<file path="src/rtl/rdord_pkg.sv">
package rdord_pkg;
   typedef enum logic [1:0] {
      CAP_S0   = 2'd0,
      CAP_S1   = 2'd1,
      CAP_S2   = 2'd2,
      CAP_DONE = 2'd3
   } cap_state_e;

   localparam int unsigned SLOTS = 3;

   localparam logic [1:0] FAIL_NONE     = 2'b00;
   localparam logic [1:0] FAIL_DECREASE = 2'b01;
   localparam logic [1:0] FAIL_RETURN   = 2'b10;
endpackage

</file>
<file path="src/rtl/rdord_capture_seq.sv">
module rdord_capture_seq
   import rdord_pkg::*;
(
   input  logic             clk,
   input  logic             rst_n,
   input  logic             clr,
   input  logic             mode_three,
   input  logic             barrier_mode,
   input  logic             rd_valid,
   input  logic             cap_strobe,
   input  logic             rr_barrier,
   output logic [SLOTS-1:0] slot_we,
   output logic             final_take,
   output logic             done
);
   cap_state_e state_q, state_d;
   logic       take;

   assign take = rd_valid && cap_strobe && (!barrier_mode || rr_barrier)
                 && (state_q != CAP_DONE);

   always_comb begin
      for (int i = 0; i < SLOTS; i++) begin
         slot_we[i] = take && (state_q == cap_state_e'(i));
      end
   end

   assign final_take = take && ((state_q == CAP_S2) ||
                                (state_q == CAP_S1 && !mode_three));

   always_comb begin
      state_d = state_q;
      if (take) begin
         unique case (state_q)
            CAP_S0:   state_d = CAP_S1;
            CAP_S1:   state_d = mode_three ? CAP_S2 : CAP_DONE;
            CAP_S2:   state_d = CAP_DONE;
            default:  state_d = state_q;
         endcase
      end
   end

   always_ff @(posedge clk or negedge rst_n) begin
      if (!rst_n)   state_q <= CAP_S0;
      else if (clr) state_q <= CAP_S0;
      else          state_q <= state_d;
   end

   assign done = (state_q == CAP_DONE);

   // no backward step without a clear
   p_state_fwd_r9: assert property (@(posedge clk) disable iff (!rst_n)
      !clr |=> (state_q >= $past(state_q)));
   // at most one slot written per cycle
   p_one_slot_r2: assert property (@(posedge clk) disable iff (!rst_n)
      $onehot0(slot_we));
   // nothing latched after the verdict
   p_no_take_done_r6: assert property (@(posedge clk) disable iff (!rst_n)
      done |-> (slot_we == '0));
endmodule

</file>
<file path="src/rtl/rdord_capture_bank.sv">
module rdord_capture_bank
   import rdord_pkg::*;
#(
   parameter int unsigned DATA_W = 1
) (
   input  logic                         clk,
   input  logic                         rst_n,
   input  logic                         clr,
   input  logic [SLOTS-1:0]             slot_we,
   input  logic [DATA_W-1:0]            rd_data,
   output logic [SLOTS-1:0][DATA_W-1:0] slot_q
);
   for (genvar g = 0; g < SLOTS; g++) begin : g_slot
      always_ff @(posedge clk or negedge rst_n) begin
         if (!rst_n)          slot_q[g] <= '0;
         else if (clr)        slot_q[g] <= '0;
         else if (slot_we[g]) slot_q[g] <= rd_data;
      end
   end
endmodule

</file>
<file path="src/rtl/rdord_verdict.sv">
module rdord_verdict
   import rdord_pkg::*;
#(
   parameter int unsigned DATA_W = 1
) (
   input  logic                         clk,
   input  logic                         rst_n,
   input  logic                         clr,
   input  logic                         mode_three,
   input  logic                         final_take,
   input  logic [DATA_W-1:0]            rd_data,
   input  logic [SLOTS-1:0][DATA_W-1:0] slot_q,
   output logic                         err_order,
   output logic [1:0]                   fail_code
);
   logic decreased, returned;

   // the final sample is still on rd_data on the edge that latches it
   assign decreased = (rd_data < slot_q[0]);
   assign returned  = (rd_data == slot_q[0]) && (slot_q[1] != slot_q[0]);

   always_ff @(posedge clk or negedge rst_n) begin
      if (!rst_n) begin
         err_order <= 1'b0;
         fail_code <= FAIL_NONE;
      end else if (clr) begin
         err_order <= 1'b0;
         fail_code <= FAIL_NONE;
      end else if (final_take) begin
         if (mode_three && returned) begin
            err_order <= 1'b1;
            fail_code <= FAIL_RETURN;
         end else if (!mode_three && decreased) begin
            err_order <= 1'b1;
            fail_code <= FAIL_DECREASE;
         end
      end
   end

   // error stays until cleared
   p_order_sticky_r7: assert property (@(posedge clk) disable iff (!rst_n)
      (err_order && !clr) |=> (err_order && $stable(fail_code)));
   // a single failure kind is reported
   p_code_onehot_r3: assert property (@(posedge clk) disable iff (!rst_n)
      $onehot0(fail_code));
   // code present exactly when flagged
   p_code_err_r3: assert property (@(posedge clk) disable iff (!rst_n)
      err_order |-> (fail_code != FAIL_NONE));
endmodule

</file>
<file path="src/rtl/rdord_stim_guard.sv">
module rdord_stim_guard #(
   parameter int unsigned DATA_W = 1
) (
   input  logic              clk,
   input  logic              rst_n,
   input  logic              clr,
   input  logic              wr_valid,
   input  logic [DATA_W-1:0] wr_data,
   output logic              err_stim
);
   localparam logic [DATA_W-1:0] VAL_ZERO = '0;
   localparam logic [DATA_W-1:0] VAL_ONE  = DATA_W'(1);

   logic seen_zero_q;

   always_ff @(posedge clk or negedge rst_n) begin
      if (!rst_n) begin
         seen_zero_q <= 1'b0;
         err_stim    <= 1'b0;
      end else if (clr) begin
         seen_zero_q <= 1'b0;
         err_stim    <= 1'b0;
      end else if (wr_valid) begin
         if (wr_data == VAL_ZERO) seen_zero_q <= 1'b1;
         if (wr_data == VAL_ONE && !seen_zero_q) err_stim <= 1'b1;
      end
   end

   // protocol error is sticky
   p_stim_sticky_r8: assert property (@(posedge clk) disable iff (!rst_n)
      (err_stim && !clr) |=> err_stim);
endmodule

</file>
<file path="src/rtl/rdorder_monitor.sv">
module rdorder_monitor
   import rdord_pkg::*;
#(
   parameter int unsigned DATA_W = 1
) (
   input  logic              clk,
   input  logic              rst_n,
   input  logic              clr,
   input  logic              mode_three,
   input  logic              barrier_mode,
   input  logic              wr_valid,
   input  logic [DATA_W-1:0] wr_data,
   input  logic              rd_valid,
   input  logic [DATA_W-1:0] rd_data,
   input  logic              cap_strobe,
   input  logic              rr_barrier,
   output logic              done,
   output logic              err_order,
   output logic [1:0]        fail_code,
   output logic              err_stim
);
   if (DATA_W < 1) begin : g_bad_width
      $error("rdorder_monitor: DATA_W must be at least 1");
   end

   logic [SLOTS-1:0]             slot_we;
   logic                         final_take;
   logic [SLOTS-1:0][DATA_W-1:0] slot_q;

   rdord_capture_seq u_seq (
      .clk          (clk),
      .rst_n        (rst_n),
      .clr          (clr),
      .mode_three   (mode_three),
      .barrier_mode (barrier_mode),
      .rd_valid     (rd_valid),
      .cap_strobe   (cap_strobe),
      .rr_barrier   (rr_barrier),
      .slot_we      (slot_we),
      .final_take   (final_take),
      .done         (done)
   );

   rdord_capture_bank #(.DATA_W(DATA_W)) u_bank (
      .clk     (clk),
      .rst_n   (rst_n),
      .clr     (clr),
      .slot_we (slot_we),
      .rd_data (rd_data),
      .slot_q  (slot_q)
   );

   rdord_verdict #(.DATA_W(DATA_W)) u_verdict (
      .clk        (clk),
      .rst_n      (rst_n),
      .clr        (clr),
      .mode_three (mode_three),
      .final_take (final_take),
      .rd_data    (rd_data),
      .slot_q     (slot_q),
      .err_order  (err_order),
      .fail_code  (fail_code)
   );

   rdord_stim_guard #(.DATA_W(DATA_W)) u_guard (
      .clk      (clk),
      .rst_n    (rst_n),
      .clr      (clr),
      .wr_valid (wr_valid),
      .wr_data  (wr_data),
      .err_stim (err_stim)
   );

   // a verdict error only once a verdict exists
   p_err_needs_done_r3: assert property (@(posedge clk) disable iff (!rst_n)
      err_order |-> done);
   // clear restores the idle state
   p_clr_idle_r7: assert property (@(posedge clk) disable iff (!rst_n)
      clr |=> (!done && !err_order && !err_stim));
   // samples frozen after the verdict
   p_cap_frozen_r6: assert property (@(posedge clk) disable iff (!rst_n)
      (done && !clr) |=> $stable(slot_q));
   // done held until clear
   p_done_sticky_r9: assert property (@(posedge clk) disable iff (!rst_n)
      (done && !clr) |=> done);
endmodule

</file>
<file path="config.mk">
export PLATFORM = sky130hd
export DESIGN_NAME = rdorder_monitor
export DESIGN_NICKNAME = d
export VERILOG_FILES = /design/src/rtl/rdord_pkg.sv /design/src/rtl/rdord_capture_seq.sv /design/src/rtl/rdord_capture_bank.sv /design/src/rtl/rdord_verdict.sv /design/src/rtl/rdord_stim_guard.sv /design/src/rtl/rdorder_monitor.sv
export SDC_FILE = /design/constraint.sdc
export NUM_CORES = 1
export LEC_CHECK = 0
export ABC_AREA = 1
export BUFFER_PORTS_ARGS = -buffer_cell sky130_fd_sc_hd__buf_2
export CAP_MARGIN = 20
export CORE_MARGIN = 1
export CORE_UTILIZATION = 40
export DETAILED_ROUTE_END_ITERATION = 16
export PLACE_DENSITY_LB_ADDON = 0.12
export SLEW_MARGIN = 20
export SYNTH_ARGS = -nofsm -noshare
export SYNTH_HDL_FRONTEND = slang
export SYNTH_SLANG_ARGS = --single-unit
</file>
<file path="constraint.sdc">
create_clock -name clk -period 2.63 [get_ports clk]
set_input_delay 0.526 -clock clk [delete_from_list [all_inputs] [get_ports clk]]
set_output_delay 0.526 -clock clk [all_outputs]
set_load 0.005 [all_outputs]
</file>
After elaboration in Yosys (flattened, before gate mapping)
Cells that the tools add are included.
{ "word_totals": {"ff_bits": 9, "inputBits": 11, "out_inout_bits": 5, "word_cells": 66} }
{ "op_classes": {"magnitude_cmp": 1, "n_eq_ne": 7, "n_mux": 22, "n_reduce_logical": 29} }
{ "ops": {"columns": ["op", "count"], "rows": [
  ["1-bit two-way mux", 15],
  ["2-bit two-way mux", 6],
  ["2-bit nonzero test", 6],
  ["1-bit logical AND", 11],
  ["2-bit AND reduction", 4],
  ["2-bit one-hot mux with 3 select lines", 1],
  ["2-bit == test (second input constant)", 2],
  ["2-bit inequality test (second input constant)", 2],
  ["4-bit nonzero test", 1],
  ["1-bit zero test", 3],
  ["3-bit nonzero test", 1],
  ["2-bit by 1-bit == test with 1-bit output (second input constant)", 1],
  ["2-bit zero test", 1],
  ["1-bit logical OR", 2],
  ["1-bit == test", 1],
  ["1-bit < comparator", 1],
  ["1-bit inequality test", 1]
]} }

Longest topological paths before layout
Gate-level depths: netlist (run 1).
{ "depth": {"depth_word": 7, "depth_mapped": 9, "mapped_depth_nobuf": 9} }

Modules after synthesis
Synthesis (run 1) repeated with hierarchy kept, for this count alone.
{ "unflattened": {"cells_unflattened": 90, "area_unflattened_um2": 651.9} }
{ "by_module_without_submodules": {"columns": ["module", "instances", "cells_per_inst", "area_each_um2", "seq_area_each_um2"], "rows": [
  ["rdord_capture_seq", 1, 36, 242.7, 50.0],
  ["rdord_verdict", 1, 29, 192.7, 75.1],
  ["rdord_capture_bank", 1, 16, 127.6, 75.1],
  ["rdord_stim_guard", 1, 9, 88.8, 50.0]
]} }

Least setup slack after synthesis (run 1)
OpenSTA, ideal clock, no wires.
{ "synth_path": {"path_type": "input to register", "from": "in rd_data", "to": "reg u_verdict.fail_code[0]", "setup_time_ns": 0.117, "arrival_ns": 1.214, "required_ns": 2.513, "path_slack_ns": 1.299, "stages": 9, "path_buffers": 0, "path_cell_list": "inv_1 -> ha_1 -> nand2_1 -> inv_2 -> nand3_1 -> nand2_1 -> nand2_1 -> nand2_1 -> nand2_1"} }
{ "synth_via": {"elab_chain_len": 6, "word_cells_on_any_way": 10, "classes_between": "1 x order compare; 1 x eq/ne; 3 x mux; 5 x reduce/logical"} }
{ "synth_rtl": {"columns": ["item", "line_no", "rtl"], "rows": [
  ["from (decl)", "rdorder_monitor.sv:14", "input logic [DATA_W-1:0] rd_data,"],
  ["1-bit == test", "rdord_verdict.sv:20", "assign returned = (rd_data == slot_q[0]) && (slot_q[1] != slot_q[0]);"],
  ["1-bit logical AND", "rdord_verdict.sv:20", null],
  ["1-bit logical AND", "rdord_verdict.sv:30", "if (mode_three && returned) begin"],
  ["2-bit two-way mux", "rdord_verdict.sv:30", null],
  ["2-bit two-way mux", "rdord_verdict.sv:29", "end else if (final_take) begin"],
  ["2-bit two-way mux", "rdord_verdict.sv:26", "end else if (clr) begin"],
  ["to (signal assigned)", "rdord_verdict.sv:25", "fail_code <= FAIL_NONE;"],
  ["to (signal assigned)", "rdord_verdict.sv:28", "fail_code <= FAIL_NONE;"],
  ["to (signal assigned)", "rdord_verdict.sv:32", "fail_code <= FAIL_RETURN;"],
  ["to (decl)", "rdord_verdict.sv:14", "output logic [1:0] fail_code"]
]} }
Parallel ways exist; a longest one is shown, timed or not. The select of a mux whose other input is x is not followed.
A chain may end at the register's enable or synchronous reset.

Worst setup path in the final report (run 1)
{ "layout_path": {"from": "reg u_seq.state_q[0]", "to": "out done"} }
{ "layout_via": {"elab_chain_len": 1} }
{ "layout_rtl": {"columns": ["item", "line_no", "rtl"], "rows": [
  ["from (decl)", "rdord_capture_seq.sv:16", "cap_state_e state_q, state_d;"],
  ["from (signal assigned)", "rdord_capture_seq.sv:46", "else state_q <= state_d;"],
  ["2-bit == test", "rdord_capture_seq.sv:49", "assign done = (state_q == CAP_DONE);"],
  ["to (decl)", "rdorder_monitor.sv:17", "output logic done,"]
]} }
Every way passes these cells.

==> flow_metrics.env, run 1 <==
export IMPL_cp_start_kind="flop"
export IMPL_critPathRequiredTime_ns=2.10
export IMPL_p_total_w=0.000312
export IMPL_cts_clk_slew_worst_paths_ns=0.06
export IMPL_cap_violations=0
export IMPL_critical_path_endpoint_type="output port"
export IMPL_synthesis_yosys_warnings=0
export IMPL_finalCritPeriodShare=0.602
export IMPL_dieHeight_um=41.0
export IMPL_finalWorstSetupSlack_ns=1.05
export IMPL_outcome="completed"
export IMPL_syn_mean_instance_area_um2=7.51
export IMPL_period_minus_slack_ns=1.58
export IMPL_grt_antenna_before_repair=0
export IMPL_timing_reg2reg_worst_path_depth=7
export IMPL_placedInstanceArea_um2=694
export IMPL_critical_path_peak_fanout=4
export IMPL_stdcell_count=114
export IMPL_route_vias_total=538
export IMPL_syn_cell_area_um2=608
export IMPL_worst_pin_slew_ns=0.205
export IMPL_vias_in_the_first_global_route=424
export IMPL_synth_seq_cells=9
export IMPL_slew_limit_headroom=0.863
export IMPL_fin_tns_setup_ns=0
export IMPL_layout_area_overhead_vs_synth_pct=18.5
export IMPL_cpLargestDelayFamily="flip-flops"
export IMPL_post_route_drc_count=0
export IMPL_clock_tree_root_buffer_cell="sky130_fd_sc_hd__clkbuf_4"
export IMPL_tritoncts_buffer_count=3
export IMPL_post_cts_hold_buffer_count=0
export IMPL_max_stage_delay_ns=0.42
export IMPL_irDropWorstVdd_v=0.000301
export IMPL_crit_buf_inv=1
export IMPL_die_area_um2=1680
export IMPL_dp_worst_setup_slack_ns=1.12
export IMPL_most_common_cell_after_layout_fill_and_taps_aside="sky130_fd_sc_hd__nand2_1"
export IMPL_cts_tree="yes"
export IMPL_fp_dieW_um=41.0
export IMPL_core_area_um2=1350
export IMPL_synth_nets=97
export IMPL_critPathSlowestCell="sky130_fd_sc_hd__dfrtp_1"
export IMPL_grtUsageTotal=0.157
export IMPL_report_final_hold_viol_count=0
export IMPL_setup_repair_after_global_routing_missed_its_margin="false"
export IMPL_critical_path_cell_count=2
export IMPL_post_synthesis_instance_total=81
export IMPL_power_per_cell_area_nw_per_um2=432
export IMPL_number_of_max_slew_violations_in_the_final_report=0
export IMPL_cp_arrival_ns=1.06
export IMPL_drt_pass1_iter_count=2
export IMPL_internal_power_w=0.000225
export IMPL_clkPwrFrac=0.327
export IMPL_nets=116
export IMPL_drt_total_wl_um=1050
export IMPL_timing_setup_critical_path_class="reg -> out"
export IMPL_postCtsSetupBuffers=0
export IMPL_diodes=0
export IMPL_fmaxAchievable_ghz=0.632
export IMPL_synth_async_sr_flop_share=1.00
export IMPL_netlist_cell_type_count=19
export IMPL_via_per_inst=4.72
export IMPL_design_portCount=16
export IMPL_dp_hpwl_um=869
export IMPL_number_of_enable_type_register_cells_in_the_synthesized_netlist=0
export IMPL_clkLatencyLatePin_ns=0.25
export IMPL_clock_sinks=9
export IMPL_worstPathCellList="ha_1 > buf_2"
export IMPL_netSwitchingFraction=0.276
export IMPL_final_setup_viol_count=0
export IMPL_p_seq_frac=0.480
export IMPL_clock_tree_buffer_depth=2
export IMPL_final_area_um2=721
export IMPL_synth_seq_area_share=0.370
export IMPL_post_place_cells=110
export IMPL_grt_first_pass_wirelength_um=1740
export IMPL_row_count=13
export IMPL_drt_iter0_markers=8
export IMPL_place_congestion=0.742
export IMPL_drive_gt1_frac=0.313
export IMPL_ctsResizeCount=0
export IMPL_grt_start_max_net_pins=10
export IMPL_switching_component_of_the_power_w=0.0000861
export IMPL_total_leakage_power_nw=0.422
export IMPL_logic_gate_share_of_total_power=0.193
export IMPL_timing_hold_worst_class="in -> async"
export IMPL_fin_skew_ns=0.000994
export IMPL_initial_utilization=0.450
export IMPL_postRouteAntennaNets=0
export IMPL_wl_per_cell_um=9.18
export IMPL_htree_num_levels=1
export IMPL_synth_main_ff_cell="sky130_fd_sc_hd__dfrtp_1"
export IMPL_globalRoute_totalOverflow=0
export IMPL_layout_common_cells="sky130_fd_sc_hd__nand2_1, sky130_fd_sc_hd__buf_2, sky130_fd_sc_hd__inv_1"
export IMPL_io_buffer_count=15
-- registers in the layout, summed over array words and instances (netlist names) --
| name | count |
|---|---|
| u_guard.err_stim | 1 |
| u_seq.state_q | 2 |
| u_bank.slot_q | 2 |
| u_verdict.fail_code | 2 |
| u_verdict.err_order | 1 |
| u_guard.seen_zero_q | 1 |
-- power by group through the flow --
stage | sequential [W] | clock [W] | combinational, W
2_1_floorplan | 0.000151 | 0 | 0.0000418
3_3_place_gp | 0.000152 | 0 | 0.0000596
5_1_grt | 0.000150 | 0.000115 | 0.0000692
3_5_place_dp | 0.000152 | 0 | 0.0000600
6_report | 0.000149 | 0.000102 | 0.0000601
4_1_cts | 0.000149 | 0.000106 | 0.0000602
-- cells by family (layout without fill, tap and decap cells) --
kind of cell / after synthesis / after routing / synth area share
and+or+nand+nor: 41 / 41 / 0.323
buffers and inverters: 20 / 38 / 0.132
DFF: 9 / 9 / 0.370
AOI/OAI and AO/OA: 6 / 6 / 0.0720
adders and majority gates: 5 / 5 / 0.103
-- synthesized netlist by cell type (2+ instances only) --
library cell / number / share of area
sky130_fd_sc_hd__nor2_1: 4 / 0.025
sky130_fd_sc_hd__nand4_1: 2 / 0.021
sky130_fd_sc_hd__nand2_1: 22 / 0.14
sky130_fd_sc_hd__o22ai_1: 2 / 0.021
sky130_fd_sc_hd__dfrtp_1: 9 / 0.37
sky130_fd_sc_hd__nand3_1: 8 / 0.066
sky130_fd_sc_hd__nor2_4: 2 / 0.037
sky130_fd_sc_hd__inv_1: 12 / 0.074
sky130_fd_sc_hd__inv_2: 5 / 0.031
sky130_fd_sc_hd__ha_1: 5 / 0.10
sky130_fd_sc_hd__nand2_2: 2 / 0.021
-- layer usage --
layer / vias to the layer above / global-route usage / wire length, um
li1: 289 / - / -
met1: 240 / 0.214 / 552
met2: 9 / 0.230 / 447
met3: 0 / 0.0707 / 47
met4: 0 / 0.0250 / 0
met5: - / 0 / 0
-- worst register-to-register path, stage by stage, from the launching register on --
cell and delay, ns:
sky130_fd_sc_hd__dfrtp_1 0.42, sky130_fd_sc_hd__ha_1 0.25, sky130_fd_sc_hd__nor2_4 0.14, sky130_fd_sc_hd__nand2_4 0.08, sky130_fd_sc_hd__clkinv_2 0.08, sky130_fd_sc_hd__nand2_1 0.06, sky130_fd_sc_hd__nand3_1 0.08, sky130_fd_sc_hd__o21ai_2 0.06
-- worst paths after layout --
path	start	to	slack, ns
worst min-delay path	rst_n	u_verdict.err_order	0.11
min in group clk	wr_data	u_guard.seen_zero_q	0.46
max in group asynchronous	rst_n	u_seq.state_q[0]	2.35
worst max-delay path	u_seq.state_q[0]	done	1.05
worst max register to register	u_seq.state_q[0]	u_seq.state_q[1]	1.34
worst min register to register	u_verdict.fail_code[0]	u_verdict.fail_code[0]	0.46
-- layout make-up --
class / instances / area (um^2)
Clock buffer: 4 / 26.3
Fill cell: 138 / 629
Inverter: 19 / 72.6
Multi-Input combinational cell: 52 / 303
Sequential cell: 9 / 225
Tap cell: 15 / 18.8
Timing Repair Buffer: 15 / 75.1
-- per-stage QoR --
step	util	hold slack [ns]
after global routing	0.534	0.112
after detailed placement	0.514	0.384
after CTS	0.534	0.111
after global placement	0.514	0.383
after floorplan	-	0.230
final	0.534	0.111
Note: power is estimated with default switching activity, not from simulation.
==> run 2: changes to the inputs <==
==> constraint.sdc (replaced) <==
create_clock -name clk -period 1.5 [get_ports clk]
set_input_delay 0.3 -clock clk [delete_from_list [all_inputs] [get_ports clk]]
set_output_delay 0.3 -clock clk [all_outputs]
set_load 0.005 [all_outputs]
==> flow_metrics.env, run 2 (synthesis results as in run 1) <==
export IMPL_wl_per_cell_um=9.59
export IMPL_max_stage_delay_ns=0.41
export IMPL_grt_first_pass_wirelength_um=1750
export IMPL_layout_common_cells="sky130_fd_sc_hd__nand2_1, sky130_fd_sc_hd__buf_2, sky130_fd_sc_hd__inv_1"
export IMPL_htree_num_levels=1
export IMPL_stdcell_count=115
export IMPL_fmaxAchievable_ghz=0.739
export IMPL_post_route_drc_count=0
export IMPL_initial_utilization=0.450
export IMPL_r2r_slack_ns=0.19
export IMPL_grt_start_max_net_pins=10
export IMPL_cap_violations=0
export IMPL_diodes=0
export IMPL_power_per_cell_area_nw_per_um2=750
export IMPL_grtUsageTotal=0.166
export IMPL_cp_start_kind="flop"
export IMPL_io_buffer_count=15
export IMPL_finalCritPeriodShare=0.902
export IMPL_switching_component_of_the_power_w=0.000151
export IMPL_drt_pass1_iter_count=4
export IMPL_slew_limit_headroom=0.866
export IMPL_p_seq_frac=0.477
export IMPL_r2r_end="u_verdict.fail_code[0]"
export IMPL_fin_skew_ns=0.00590
export IMPL_number_of_max_slew_violations_in_the_final_report=0
export IMPL_most_common_cell_after_layout_fill_and_taps_aside="sky130_fd_sc_hd__nand2_1"
export IMPL_clock_sinks=9
export IMPL_drt_iter0_markers=6
export IMPL_die_area_um2=1680
export IMPL_netSwitchingFraction=0.276
export IMPL_setup_repair_after_global_routing_missed_its_margin="false"
export IMPL_post_place_cells=110
export IMPL_fp_dieW_um=41.0
export IMPL_logic_gate_share_of_total_power=0.196
export IMPL_tritoncts_buffer_count=3
export IMPL_row_count=13
export IMPL_clkLatencyLatePin_ns=0.25
export IMPL_layout_top_registers="u_bank.slot_q x2, u_seq.state_q x2, u_verdict.fail_code x2"
export IMPL_place_congestion=0.722
export IMPL_critPathSlowestCell="sky130_fd_sc_hd__dfrtp_1"
export IMPL_route_vias_total=532
export IMPL_internal_power_w=0.000397
export IMPL_design_portCount=16
export IMPL_drt_total_wl_um=1100
export IMPL_vias_in_the_first_global_route=438
export IMPL_worstPathCellList="ha_1 > buf_2"
export IMPL_dp_hpwl_um=884
export IMPL_finalWorstSetupSlack_ns=0.146
export IMPL_fin_tns_setup_ns=0
export IMPL_critical_path_endpoint_type="output port"
export IMPL_via_per_inst=4.63
export IMPL_postRouteAntennaNets=0
export IMPL_timing_reg2reg_worst_path_depth=9
export IMPL_r2r_start="u_seq.state_q[1]"
export IMPL_critical_path_peak_fanout=4
export IMPL_critPathRequiredTime_ns=1.20
export IMPL_final_fill_count=143
export IMPL_period_minus_slack_ns=1.35
export IMPL_outcome="completed"
export IMPL_cp_arrival_ns=1.05
export IMPL_report_final_hold_viol_count=0
export IMPL_globalRoute_totalOverflow=0
export IMPL_total_leakage_power_nw=0.427
export IMPL_cell_depth_of_the_worst_hold_path=2
export IMPL_worst_setup_path_startpoint="u_seq.state_q[0]"
export IMPL_cts_clk_slew_worst_paths_ns=0.06
export IMPL_irDropWorstVdd_v=0.000400
export IMPL_cts_tree="yes"
export IMPL_grt_antenna_before_repair=0
export IMPL_dieHeight_um=41.0
export IMPL_clock_tree_root_buffer_cell="sky130_fd_sc_hd__clkbuf_4"
export IMPL_crit_path_end="done"
export IMPL_clkPwrFrac=0.327
export IMPL_layout_area_overhead_vs_synth_pct=20.2
export IMPL_timing_hold_worst_class="in -> reg"
export IMPL_postCtsSetupBuffers=0
export IMPL_worst_pin_slew_ns=0.200
export IMPL_drive_gt1_frac=0.310
export IMPL_ctsResizeCount=0
export IMPL_core_area_um2=1350
export IMPL_timing_setup_critical_path_class="reg -> out"
export IMPL_dp_worst_setup_slack_ns=0.201
export IMPL_nets=117
export IMPL_final_setup_viol_count=0
export IMPL_clock_tree_buffer_depth=2
## run 2: cell types whose count changed in the layout (fill, tap and decap cells not counted)
cell                            before  now
sky130_fd_sc_hd__dlygate4sd3_1       0    1
## run 2: cell type report
class	count	area, um^2	area share
clock buffer	4	26.3	0.0360
tap	15	18.8	0.0257
timing repair buffer	16	85.1	0.116
inverter	19	72.6	0.0993
multi-input combinational	52	303	0.414
sequential	9	225	0.308
## run 2: worst min path at each step
stage,start,endpoint,slack [ns]
floorplan,rst_n,u_bank.slot_q[0],0.004
global placement,rst_n,u_verdict.fail_code[1],0.16
detailed placement,rst_n,u_verdict.fail_code[1],0.16
CTS,wr_data,u_guard.seen_zero_q,0.22
global route,wr_data,u_guard.seen_zero_q,0.23
finish,wr_data,u_guard.seen_zero_q,0.24
## run 2: through the flow
| step | area, um^2 | hold slack [ns] | total power [W] | util |
|---|---|---|---|---|
| global route | 731 | 0.230 | 0.000595 | 0.541 |
| floorplan | 608 | 0.00441 | 0.000338 | - |
| detailed placement | 694 | 0.160 | 0.000372 | 0.514 |
| CTS | 731 | 0.224 | 0.000560 | 0.541 |
| finish | 731 | 0.235 | 0.000548 | 0.541 |
| global placement | 694 | 0.156 | 0.000370 | 0.514 |
## run 2: worst max-delay path: cells and delay by family (launching register included)
| kind | cells | cell delay (ns) |
|---|---|---|
| adders and majority gates | 1 | 0.25 |
| buffers and inverters | 1 | 0.14 |
| DFF | 1 | 0.41 |
## run 2: power groups by stage
| stage | clock (W) | sequential, W | combinational, W |
|---|---|---|---|
| 2_1_floorplan | 0 | 0.000265 | 0.0000733 |
| 3_3_place_gp | 0 | 0.000266 | 0.000104 |
| 3_5_place_dp | 0 | 0.000266 | 0.000106 |
| 4_1_cts | 0.000190 | 0.000262 | 0.000108 |
| 5_1_grt | 0.000205 | 0.000263 | 0.000127 |
| 6_report | 0.000179 | 0.000262 | 0.000107 |
## run 2: metal layers
metal / up-vias / part of all wire / track usage
met5: - / 0 / 0
met4: 0 / 0.0054 / 0.0750
met3: 2 / 0.038 / 0.0489
met2: 13 / 0.45 / 0.246
met1: 228 / 0.50 / 0.221
li1: 289 / - / -
## run 2: timing repair
item / CTS / global route
hold buffers: 1 / 0
endpoints found under the hold margin: 9 / 0
setup endpoints to repair: 0 / 0
==> run 3: changes to the inputs <==
--- a/config.mk
+++ b/config.mk
@@ -8,9 +8,9 @@
 export ABC_AREA = 1
 export BUFFER_PORTS_ARGS = -buffer_cell sky130_fd_sc_hd__buf_2
 export CAP_MARGIN = 20
-export CORE_MARGIN = 1
-export CORE_UTILIZATION = 40
+export CORE_AREA = 2 2 39 41
 export DETAILED_ROUTE_END_ITERATION = 16
+export DIE_AREA = 0 0 41 43
 export PLACE_DENSITY_LB_ADDON = 0.12
 export SLEW_MARGIN = 20
 export SYNTH_ARGS = -nofsm -noshare
==> flow_metrics.env, run 3 (synthesis results as in run 1) <==
export IMPL_outcome="completed"
export IMPL_gr_usage_met1=0.199
export IMPL_grt_antenna_before_repair=0
export IMPL_final_setup_viol_count=0
export IMPL_finalCritPeriodShare=0.909
export IMPL_critical_path_cell_count=2
export IMPL_crit_buf_inv=1
export IMPL_timing_reg2reg_worst_path_depth=7
export IMPL_clkLatencyLatePin_ns=0.26
export IMPL_worst_setup_path_startpoint="u_seq.state_q[0]"
export IMPL_grt_start_max_net_pins=10
export IMPL_clock_tree_buffer_depth=2
export IMPL_crit_path_end="done"
export IMPL_max_stage_delay_ns=0.42
export IMPL_fmaxAchievable_ghz=0.733
export IMPL_cell_depth_of_the_worst_hold_path=2
export IMPL_diodes=0
export IMPL_globalRoute_totalOverflow=0
export IMPL_initial_utilization=0.439
export IMPL_nets=117
export IMPL_die_area_um2=1760
export IMPL_critPathSlowestCell="sky130_fd_sc_hd__dfrtp_1"
export IMPL_drt_iter0_markers=6
export IMPL_vias_in_the_first_global_route=511
export IMPL_htree_num_levels=1
export IMPL_drive_gt1_frac=0.310
export IMPL_fin_tns_setup_ns=0
export IMPL_drt_total_wl_um=1090
export IMPL_report_final_hold_viol_count=0
export IMPL_critical_path_endpoint_type="output port"
export IMPL_multiInputGateArea_um2=303
export IMPL_wl_per_cell_um=9.35
export IMPL_cp_start_kind="flop"
export IMPL_dp_hpwl_um=888
export IMPL_timing_setup_critical_path_class="reg -> out"
export IMPL_design_portCount=16
export IMPL_setup_repair_after_global_routing_missed_its_margin="false"
export IMPL_cts_clk_slew_worst_paths_ns=0.06
export IMPL_grt_first_pass_wirelength_um=1960
export IMPL_route_vias_total=538
export IMPL_critical_path_peak_fanout=4
export IMPL_clock_sinks=9
export IMPL_cp_arrival_ns=1.06
export IMPL_drt_pass1_iter_count=4
export IMPL_io_buffer_count=15
export IMPL_number_of_max_slew_violations_in_the_final_report=0
export IMPL_area_sequential_um2=225
export IMPL_row_count=14
export IMPL_worst_pin_slew_ns=0.212
export IMPL_grt_use_met2=0.263
export IMPL_via_per_inst=4.64
export IMPL_post_route_drc_count=0
export IMPL_ctsResizeCount=0
export IMPL_tritoncts_buffer_count=3
export IMPL_use_met3=0.0628
export IMPL_fp_dieW_um=41
export IMPL_most_common_cell_after_layout_fill_and_taps_aside="sky130_fd_sc_hd__nand2_1"
export IMPL_post_place_cells=111
export IMPL_period_minus_slack_ns=1.36
export IMPL_cap_violations=0
export IMPL_grtUsageTotal=0.161
export IMPL_core_area_um2=1380
export IMPL_layout_area_overhead_vs_synth_pct=20.4
export IMPL_cpLargestDelayFamily="flip-flops"
export IMPL_layout_common_cells="sky130_fd_sc_hd__nand2_1, sky130_fd_sc_hd__buf_2, sky130_fd_sc_hd__inv_1"
export IMPL_r2r_start="u_seq.state_q[0]"
export IMPL_dieHeight_um=43
export IMPL_power_per_cell_area_nw_per_um2=750
export IMPL_final_fill_count=134
export IMPL_total_leakage_power_nw=0.427
export IMPL_timing_hold_worst_class="in -> reg"
export IMPL_place_congestion=0.758
export IMPL_fin_skew_ns=0.00633
export IMPL_clock_tree_root_buffer_cell="sky130_fd_sc_hd__clkbuf_4"
export IMPL_postRouteAntennaNets=0
export IMPL_worstPathCellList="ha_1 > buf_2"
export IMPL_irDropWorstVdd_v=0.000572
export IMPL_r2r_slack_ns=0.22
export IMPL_critPathRequiredTime_ns=1.20
export IMPL_layout_top_registers="u_bank.slot_q x2, u_seq.state_q x2, u_verdict.fail_code x2"
export IMPL_r2r_end="u_seq.state_q[1]"
export IMPL_stdcell_count=116
export IMPL_cts_tree="yes"
export IMPL_top_usage_layer="met2"
export IMPL_slew_limit_headroom=0.859
==> run 3: cell type report <==
cell class | instances | area share
clock buffers | 4 | 0.0359
repair buffers | 16 | 0.116
well taps | 16 | 0.0274
inverters | 19 | 0.0991
flip-flops and latches | 9 | 0.308
multi-input cells | 52 | 0.414
==> run 3: worst register-to-register path, delay by kind of cell, from the launching register on <==
family                   cells  cell delay (ns)
flip-flops                   1             0.42
AND/OR/NAND/NOR              4             0.37
adder cells (fa/ha/maj)      1             0.26
buffers and inverters        1             0.07
AO/OA/AOI/OAI                1             0.05
==> run 3: what timing repair did <==
item	4_1_cts	5_1_grt
endpoints found under the hold margin	9	0
hold buffers	1	0
setup buffers	0	0
==> run 3: through the flow <==
| step | worst slack [ns] | util | area, um^2 | hold WS [ns] | total power, W |
|---|---|---|---|---|---|
| after floorplan | 0.289 | - | 608 | 0.00441 | 0.000338 |
| after global placement | 0.221 | 0.503 | 696 | 0.157 | 0.000370 |
| after detailed placement | 0.213 | 0.503 | 696 | 0.161 | 0.000371 |
| after CTS | 0.120 | 0.529 | 732 | 0.220 | 0.000558 |
| after global routing | 0.0743 | 0.529 | 732 | 0.235 | 0.000591 |
| final | 0.136 | 0.529 | 732 | 0.225 | 0.000549 |
==> run 3: report_power, final <==
| group | switching, W | total [W] | internal, W | leakage (nW) |
|---|---|---|---|---|
| Combinational | 0.0000651 | 0.000106 | 0.0000411 | 0.289 |
| Sequential | 0.00000828 | 0.000262 | 0.000254 | 0.123 |
| Clock | 0.0000784 | 0.000180 | 0.000102 | 0.0150 |
| Total | 0.000152 | 0.000549 | 0.000397 | 0.427 |
==> run 3: how the worst min path moves through the flow <==
stage | to | startpoint | slack [ns]
5_1_grt | u_guard.seen_zero_q | wr_data | 0.24
4_1_cts | u_guard.seen_zero_q | wr_data | 0.22
3_3_place_gp | u_verdict.err_order | rst_n | 0.16
3_5_place_dp | u_verdict.fail_code[0] | rst_n | 0.16
2_1_floorplan | u_bank.slot_q[0] | rst_n | 0.004
6_report | u_guard.seen_zero_q | wr_data | 0.23
==> run 3: per-layer routing <==
| metal | wire length (um) | vias up |
|---|---|---|
| met5 | 0 | - |
| met4 | 8 | 0 |
| met3 | 28 | 2 |
| met2 | 501 | 11 |
| met1 | 546 | 236 |
| li1 | - | 289 |
